--- src/rtl/tlbf_pkg.sv ---
package tlbf_pkg;
  localparam int RND_W      = 16;
  localparam int REG_W      = 32;
  localparam int VPN_W      = 19;
  localparam int PID_W      = 8;
  localparam int KIND_W     = 2;
  localparam int IDX_W      = 4;
  localparam int SET_W      = 2;
  localparam int SEL_IDX_LSB = 0;
  localparam int SEL_SET_LSB = SEL_IDX_LSB + IDX_W;
  localparam int CAU_PID_LSB = 0;
  localparam int CAU_KND_LSB = CAU_PID_LSB + PID_W;
  localparam int CAU_VPN_LSB = REG_W - VPN_W;

  typedef enum logic [KIND_W-1:0] {
    ACC_READ  = 2'd0,
    ACC_WRITE = 2'd1,
    ACC_EXEC  = 2'd2
  } acc_kind_e;
endpackage

--- src/rtl/tlbf_rst_sync.sv ---
module tlbf_rst_sync #(
  parameter int STAGES = 2
) (
  input  logic clk,
  input  logic rst_n,
  output logic rst_sync_n
);
  logic [STAGES-1:0] chain_q;

  always_ff @(posedge clk or negedge rst_n) begin
    if (!rst_n) chain_q <= '0;
    else        chain_q <= {chain_q[STAGES-2:0], 1'b1};
  end

  assign rst_sync_n = chain_q[STAGES-1];
endmodule

--- src/rtl/tlbf_lfsr.sv ---
module tlbf_lfsr #(
  parameter int             W    = 16,
  parameter logic [W-1:0]   SEED = 16'hCCCC,
  parameter logic [W-1:0]   TAPS = 16'h8805
) (
  input  logic         clk,
  input  logic         rst_n,
  input  logic         step_i,
  output logic [W-1:0] state_o
);
  logic [W-1:0] state_q, state_d;
  logic         fb;

  always_comb begin
    fb      = ^(state_q & TAPS);
    state_d = {fb, state_q[W-1:1]};
  end

  always_ff @(posedge clk or negedge rst_n) begin
    if (!rst_n)      state_q <= SEED;
    else if (step_i) state_q <= state_d;
  end

  assign state_o = state_q;
endmodule

--- src/rtl/tlbf_sel_reg.sv ---
module tlbf_sel_reg
  import tlbf_pkg::*;
(
  input  logic             clk,
  input  logic             rst_n,
  input  logic             load_i,
  input  logic [IDX_W-1:0] idx_i,
  input  logic [SET_W-1:0] set_i,
  output logic [REG_W-1:0] sel_o
);
  logic [REG_W-1:0] sel_q, sel_d;

  always_comb begin
    sel_d = '0;
    sel_d[SEL_IDX_LSB +: IDX_W] = idx_i;
    sel_d[SEL_SET_LSB +: SET_W] = set_i;
  end

  always_ff @(posedge clk or negedge rst_n) begin
    if (!rst_n)      sel_q <= '0;
    else if (load_i) sel_q <= sel_d;
  end

  assign sel_o = sel_q;
endmodule

--- src/rtl/tlbf_cause_reg.sv ---
module tlbf_cause_reg
  import tlbf_pkg::*;
(
  input  logic              clk,
  input  logic              rst_n,
  input  logic              load_i,
  input  logic [PID_W-1:0]  pid_i,
  input  logic [KIND_W-1:0] kind_i,
  input  logic [VPN_W-1:0]  vpn_i,
  output logic [REG_W-1:0]  cause_o
);
  logic [REG_W-1:0] cause_q, cause_d;

  always_comb begin
    cause_d = cause_q;
    cause_d[CAU_PID_LSB +: PID_W]  = pid_i;
    cause_d[CAU_KND_LSB +: KIND_W] = kind_i;
    cause_d[CAU_VPN_LSB +: VPN_W]  = vpn_i;
  end

  always_ff @(posedge clk or negedge rst_n) begin
    if (!rst_n)      cause_q <= '0;
    else if (load_i) cause_q <= cause_d;
  end

  assign cause_o = cause_q;
endmodule

--- src/rtl/tlb_fault_capture.sv ---
module tlb_fault_capture
  import tlbf_pkg::*;
(
  input  logic              clk,
  input  logic              rst_n,
  input  logic              fault_i,
  input  logic              miss_i,
  input  logic [SET_W-1:0]  hit_set_i,
  input  logic [VPN_W-1:0]  vpn_i,
  input  logic [PID_W-1:0]  pid_i,
  input  logic [KIND_W-1:0] kind_i,
  output logic [REG_W-1:0]  sel_o,
  output logic [REG_W-1:0]  cause_o,
  output logic [RND_W-1:0]  rnd_o
);
  logic             rst_sync_n;
  logic [RND_W-1:0] rnd;
  logic [SET_W-1:0] set_pick;

  tlbf_rst_sync #(.STAGES(2)) u_rst (
    .clk(clk), .rst_n(rst_n), .rst_sync_n(rst_sync_n)
  );

  tlbf_lfsr #(.W(RND_W), .SEED(16'hCCCC), .TAPS(16'h8805)) u_rnd (
    .clk(clk), .rst_n(rst_sync_n), .step_i(fault_i), .state_o(rnd)
  );

  always_comb begin
    set_pick = miss_i ? rnd[SET_W-1:0] : hit_set_i;
  end

  tlbf_sel_reg u_sel (
    .clk(clk), .rst_n(rst_sync_n), .load_i(fault_i),
    .idx_i(vpn_i[IDX_W-1:0]), .set_i(set_pick), .sel_o(sel_o)
  );

  tlbf_cause_reg u_cause (
    .clk(clk), .rst_n(rst_sync_n), .load_i(fault_i),
    .pid_i(pid_i), .kind_i(kind_i), .vpn_i(vpn_i), .cause_o(cause_o)
  );

  assign rnd_o = rnd;
endmodule

--- config.mk ---
export PLATFORM = sky130hd
export DESIGN_NAME = tlb_fault_capture
export DESIGN_NICKNAME = d
export VERILOG_FILES = /design/src/rtl/tlbf_pkg.sv /design/src/rtl/tlbf_rst_sync.sv /design/src/rtl/tlbf_lfsr.sv /design/src/rtl/tlbf_sel_reg.sv /design/src/rtl/tlbf_cause_reg.sv /design/src/rtl/tlb_fault_capture.sv
export SDC_FILE = /design/constraint.sdc
export NUM_CORES = 1
export LEC_CHECK = 0
export ABC_AREA = 1
export BUFFER_PORTS_ARGS = -buffer_cell sky130_fd_sc_hd__buf_2
export CAP_MARGIN = 0
export CORE_MARGIN = 5
export CORE_UTILIZATION = 49
export DETAILED_ROUTE_END_ITERATION = 8
export HOLD_SLACK_MARGIN = 0.15
export PLACE_DENSITY = 0.85
export SLEW_MARGIN = 20
export SYNTH_ARGS = -nofsm -noshare
export SYNTH_HDL_FRONTEND = slang
export SYNTH_HIERARCHICAL = 1
export SYNTH_SLANG_ARGS = --single-unit
--- constraint.sdc ---
create_clock -name clk -period 3.8 [get_ports clk]
set_input_delay 0.57 -clock clk [delete_from_list [all_inputs] [get_ports clk]]
set_output_delay 0.57 -clock clk [all_outputs]
set_load 0.01 [all_outputs]
Word-level counts from Yosys, hierarchy flattened
Index checks and enable logic that the tools add are counted.
{"block": "classes", "reduce_logical": 1, "n_mux": 1}
{"op": "XOR reduction 16 bit", "count": 1}
{"op": "two-way mux 2 bit", "count": 1}
{"block": "totals", "regBits": 53, "wordCells": 6, "out_inout_bits": 80, "inputBits": 35}

Longest topological paths before layout
Gate-level depths: netlist of the first run.
{"block": "depth", "ltp_word": 1, "ltp_mapped": 6, "depth_no_buf": 6}

Cells and area by module
Netlist of the first run, hierarchy kept.
{"module": "tlbf_cause_reg", "instances": 1, "seq_area_each_um2": 725.7, "area_each_um2": 1129.8, "cells_per_inst": 127}
{"module": "tlbf_lfsr", "instances": 1, "seq_area_each_um2": 410.4, "area_each_um2": 691.9, "cells_per_inst": 80}
{"module": "tlbf_sel_reg", "instances": 1, "seq_area_each_um2": 150.1, "area_each_um2": 420.4, "cells_per_inst": 52}
{"module": "tlbf_rst_sync", "instances": 1, "seq_area_each_um2": 50.0, "area_each_um2": 53.8, "cells_per_inst": 3}
{"module": "tlb_fault_capture", "instances": 1, "seq_area_each_um2": 0.0, "area_each_um2": 26.3, "cells_per_inst": 7}

Worst setup path before layout of the first run
Ideal clock, no wire load.
{"block": "synth_path", "path_kind": "register to output", "start": "reg u_rnd.state_q[15], in the netlist u_rnd/state_o[15]", "end": "out rnd_o[15]", "stages_incl_launch_ff": 1, "arrival_ns": 0.569, "required_time_ns": 3.230, "n_path_buf": 0, "setup_slack_ns": 2.661, "path_cell_list": "dfstp_2"}
{"element": "start, declared", "line_no": "tlbf_lfsr.sv:11", "source": "logic [W-1:0] state_q, state_d;"}
{"element": "start signal, assigned", "line_no": "tlbf_lfsr.sv:21", "source": "else if (step_i) state_q <= state_d;"}
{"element": "end, declared", "line_no": "tlb_fault_capture.sv:14", "source": "output logic [RND_W-1:0] rnd_o"}
No word-level cell between the ends.

==> results.cfg, run 1 <==
[synth]
synth_cells = 269
ys_ff_latch = 53
syn_area_mm2 = 0.002322
ys_warn_count = 6
syn_area_per_cell_um2 = 8.633
ys_types = 13
yosysSeqAreaShare = 0.5754

[sta]
fin_crit_ns = 1.792
fin_skew_ns = 0.003263
setup_violations = 0
final.period_utilization = 0.4716
achievable-frequency_mhz = 558.1
worst_slew_pin_slew_ns = 0.9674
max-slew-margin-rel = 0.3551
slew_viol_final = 0
tns_ns = 0
hold_ws_ns = 0.3573
rsz0062_at_grt = false
final_hold_viol_count = 0

[place]
gp_congestion = 0.7723
place.port_buffers = 85
hpwl_um = 3570
placed_area_mm2 = 0.002619
dpl.cell_count = 397

[clock_tree]
cts_tree = built
clock_path_buffers = 2
root_buffer = clkbuf_8
clkSinkCount = 53
htree_num_levels = 2
clkTransAtPathRegs_ns = 0.09
clkLatencyLatePin_ns = 0.29
cts-buffers-inserted = 5

[global_routing]
antenna_found_initial = 0
grt_pass1_wl_um = 7852
grt_max_degree = 56
grt_pass1_vias = 1798
gr-total-overflow = 0
grtUsageTotal = 0.1566

[route]
routed-wl-met2_um = 2507
wl_met3_um = 313
antenna_left = 0
drt-wirelength-per-cell_um = 11.70
drt-met1-wl_um = 1851
drt_iter0_markers = 60
top_layer_used = met4
drc = 0
viasPerCell = 4.470
routed_wl_um = 4750
firstDrtPassIters = 6
vias = 1815

[power_and_ir_drop]
ir_drop_uv = 315.6
power.density_mw_per_mm2 = 489.7
leakagePower_nw = 1.644

[floorplanning]
start_util = 0.4983
die_h_um = 78.84
die_x_um = 78.84
die-area_mm2 = 0.006216
rows = 25
coreArea_mm2 = 0.004661
io_pins = 115

[worst_setup_path]
crit_fanout = 55
path_class = in -> reg
max_stage_delay_ns = 0.72
arrival_ns = 1.97
cp_cell_sequence = buf_2 -> inv_2 -> nand2_1 -> nand2_1
crit_top_cell = nand2_1
cp-end-kind = register
slowest_stage = buf_2
cp.required_ns = 3.98
start_kind = input pin

[finish]
n_antenna_cell = 0
stdcell_count = 406
drive_gt1_frac = 0.3040
nNetsFinal = 386
final_cell_area_mm2 = 0.002733
syn2layout_area_growth_pct = 17.67

[flow_run]
drv_cap = 0

[status]
status = completed

[hold_path]
hold_class = reg -> async
where the power goes:
part,switching [mW],internal [mW]
Combinational,0.167,0.111
Sequential,0.0687,0.658
Clock,0.169,0.165
what timing repair did:
| action | CTS | global route |
|---|---|---|
| setup endpoints to repair | 0 | 0 |
| hold endpoints to repair | 2 | 0 |
| resized for setup | 0 | 0 |
| buffers inserted | 0 | 0 |
| hold buffers | 1 | 0 |
through the flow:
stage / util / power, mW / setup slack (ns)
global route: 0.5863 / 1.425 / 1.812
CTS: 0.5858 / 1.351 / 2.007
floorplan: - / 0.9132 / 2.229
finish: 0.5863 / 1.338 / 2.008
detailed placement: 0.5619 / 1.018 / 1.691
global placement: 0.5619 / 1.003 / 1.703
cells in the mapped netlist:
master	count	area [µm²]
buf_2	2	10.01
buf_4	31	232.7
buf_6	5	56.30
conb_1	3	11.26
dfrtp_1	45	1126
dfstp_2	8	210.2
inv_1	5	18.77
inv_2	3	11.26
inv_6	1	8.760
nand2_1	158	593.1
nand3_1	1	5.000
o21ai_0	6	30.03
o21ai_2	1	8.760
sequential cells by signal, summed over array words and instances, names as in the netlist:
register and flops:
u_cause/cause_o 29, u_rnd/state_o 16, u_rst/chain_q 2, u_sel/sel_o 6
layout by cell type (no fill, tap or decap), drive strengths merged:
cell           n
nand2        158
inv            9
buf           85
clkbuf         7
conb          30
dfrtp         45
nand3          1
dlygate4sd3    1
o21ai          7
dfstp          8
clkinv         1
logic make-up after synthesis:
| logic type | after synthesis | synth area share |
|---|---|---|
| compound gates | 7 | 0.01670 |
| buf+inv | 47 | 0.1455 |
| flops | 53 | 0.5754 |
| other cells | 3 | 0.004849 |
| simple gates | 159 | 0.2575 |
worst max-delay path: cells and delay by family:
family | cells | cell delay (ns)
buffers and inverters | 2 | 1.16
AND/OR/NAND/NOR | 2 | 0.22
metal layers:
| layer | GRT usage | vias to the layer above |
|---|---|---|
| li1 | - | 901 |
| met1 | 0.1790 | 835 |
| met2 | 0.2929 | 73 |
| met3 | 0.03061 | 6 |
| met4 | 0.04983 | 0 |
| met5 | 0 | - |
layout make-up:
cell class / count / area [µm²]
flip-flops and latches: 53 / 1340
repair buffers: 86 / 435.4
well taps: 54 / 67.56
clock buffers: 7 / 96.34
multi-input cells: 196 / 749.5
clock inverters: 1 / 5.005
fillers: 441 / 1928
inverters: 9 / 38.79
final timing paths:
check	start	endpoint	slack [ns]	cells past startpoint
setup / recovery	fault_i	u_cause/cause_o[23]	2.01	4
hold / removal	u_rst/chain_q[1]	u_rnd/state_o[4]	0.36	0
setup reg to reg	u_rnd/state_o[15]	u_rnd/state_o[15]	2.76	6
hold reg to reg	u_rst/chain_q[1]	u_rnd/state_o[4]	0.36	0
max in group asynchronous	u_rst/chain_q[1]	u_cause/cause_o[19]	3.02	0
min in group clk	u_rst/chain_q[0]	u_rst/chain_q[1]	0.36	0
No activity file was read; power rests on OpenSTA's default activity.
==> inputs of run 2 (changes only) <==
- ABC_AREA: 1 -> 0
- CORE_UTILIZATION: 49 -> 46
- PLACE_DENSITY: 0.85 -> 0.8
- clock period: 3.8 -> 1.7 ns (I/O delays scaled with it)
==> run 2 against run 1 <==
  * Hold slack worse by 0.17 ns
  * Sequential share of layout area decreased by 1.4 points
  * Clock power is 98% higher
  * First-iteration DRC count decreased by 55%
  * Global-route usage shrank 3.0 points
==> results.cfg, run 2 <==
[worst_setup_path]
max_stage_delay_ns = 0.57
path_class = reg -> out
crit_fanout = 4
start_kind = register
arrival_ns = 1.00
cp.required_ns = 1.44
cp-end-kind = primary output
timing.critical_path.max_delay_family = flip-flops
worst-path-buf-inv = 1
cp_cell_sequence = buf_2
slowest_stage = dfstp_2

[synth]
synth_edf_count = 0
synth_common_cells = dfrtp_1, buf_4, mux2_2
syn_area_per_cell_um2 = 15.77
syn_area_mm2 = 0.002350
synth_top_area_frac = 0.4792
post-synth-top-count-cell = dfrtp_1
async_flop_share = 1.000
yosysSeqAreaShare = 0.5687
ys_top_cells_by_area = dfrtp_1, mux2_4, mux2_2
yosysTopAreaCell = dfrtp_1
ys_types = 15
ys_warn_count = 6
synth_cells = 149
ys_ff_latch = 53
synth_flop_cell = dfrtp_1

[flow_run]
drv_cap = 0

[place]
hpwl_um = 2999
place.port_buffers = 85
gp_congestion = 0.6634

[sta]
fin_crit_ns = 1.257
final_hold_viol_count = 0
max-slew-margin-rel = 0.6628
tns_ns = 0
slew_viol_final = 0
fin_skew_ns = 0.005872
final.period_utilization = 0.7391
worst_slew_pin_slew_ns = 0.5058
achievable-frequency_mhz = 795.8
setup_violations = 0
rsz0062_at_grt = false

[clock_tree]
clkSinkCount = 53
ctsResizeCount = 0
cts_tree = built
clock_path_buffers = 2
root_buffer = clkbuf_8
clkTransAtPathRegs_ns = 0.09
cts-buffers-inserted = 5
htree_num_levels = 2
clkLatencyLatePin_ns = 0.29

[finish]
largest_reg_flops = 29
syn2layout_area_growth_pct = 19.49
ff_latch_area_mm2 = 0.001338
multiInputGateArea_um2 = 823.3
mostFrequentLayoutCells = buf_2, dfrtp_1, conb_1
drive_gt1_frac = 0.6414
nNetsFinal = 271
n_antenna_cell = 0
final_common_cell = buf_2
final.fill_count = 426
utilization = 0.5568

[route]
drt-wirelength-per-cell_um = 13.29
viasPerCell = 4.342
drc = 0
drt_iter0_markers = 27
antenna_left = 0
routed_wl_um = 4081
firstDrtPassIters = 4
vias = 1333

[floorplanning]
rows = 26
start_util = 0.4660
coreArea_mm2 = 0.005042
die_x_um = 81.47
io_pins = 115
die-area_mm2 = 0.006637
die_h_um = 81.47

[hold_path]
hold_class = in -> reg

[global_routing]
grtUsageTotal = 0.1271
grt_max_degree = 53
antenna_found_initial = 0
grt_pass1_vias = 1343
gr-total-overflow = 0
grt_pass1_wl_um = 6430

[status]
status = completed

[power_and_ir_drop]
p_comb_frac = 0.288
p_clk_frac = 0.188
pwr-share-seq = 0.524
leakagePower_nw = 1.447
power.density_mw_per_mm2 = 1251
p_sw_mw = 1.025
p_sw_frac = 0.2917
ir_drop_uv = 488.2
intPower_mw = 2.488
[run 2: cells by family after synthesis]
group,Yosys count,synth area share
AND/OR/NAND/NOR,2,0.004260
other,3,0.004792
multiplexers,52,0.2886
XOR/XNOR,2,0.007456
buffers and inverters,36,0.1241
AO/OA/AOI/OAI,1,0.002128
flip-flops,53,0.5687
[run 2: layout make-up]
class	count	share of cell area
multi-input combinational	87	0.2932
inverter	1	0.001337
timing repair buffer	88	0.1693
sequential	53	0.4764
clock buffer	8	0.02852
tap	70	0.03119
[run 2: timing repair]
item / in CTS / in global routing
buffers inserted: 0 / 0
hold buffers: 1 / 0
hold endpoints to repair: 2 / 0
[run 2: metal layers]
metal,up-vias,share of wire,track usage
met5,-,0,0
met4,0,0.012,0.04054
met3,5,0.12,0.04934
met2,73,0.46,0.2003
met1,643,0.41,0.1609
li1,612,-,-
[run 2: power by group through the flow]
stage / logic, mW / registers [mW] / clock network (mW)
2_1_floorplan: 0.538 / 1.98 / 0
5_1_grt: 1.09 / 1.89 / 0.754
3_3_place_gp: 1.01 / 1.85 / 0
4_1_cts: 1.03 / 1.85 / 0.695
6_report: 1.01 / 1.84 / 0.660
3_5_place_dp: 1.03 / 1.86 / 0
[run 2: path summary, 6_finish.rpt]
path                       slack [ns]                  to              start  depth (start not counted)
max in group asynchronous        0.87    u_rnd/state_o[3]   u_rst/chain_q[1]                          1
min in group asynchronous        0.24  u_cause/cause_o[6]   u_rst/chain_q[1]                          0
min                              0.19  u_cause/cause_o[2]           pid_i[2]                          2
max                              0.44           rnd_o[11]  u_rnd/state_o[11]                          1
max reg2reg                      0.48   u_rnd/state_o[15]  u_rnd/state_o[11]                          3
min reg2reg                      0.24  u_cause/cause_o[6]   u_rst/chain_q[1]                          0
[run 2: metrics by stage]
step | instance area (µm²) | setup slack, ns | hold WS, ns | instances | total power [mW]
final | 2808 | 0.4434 | 0.1868 | 307 | 3.513
after global placement | 2718 | 0.5306 | 0.04090 | 298 | 2.857
after CTS | 2808 | 0.4275 | 0.1756 | 307 | 3.572
after floorplan | 2451 | 0.1293 | -0.04059 | 176 | 2.519
after global routing | 2808 | 0.3944 | 0.1673 | 307 | 3.742
after detailed placement | 2718 | 0.4859 | 0.04378 | 298 | 2.891
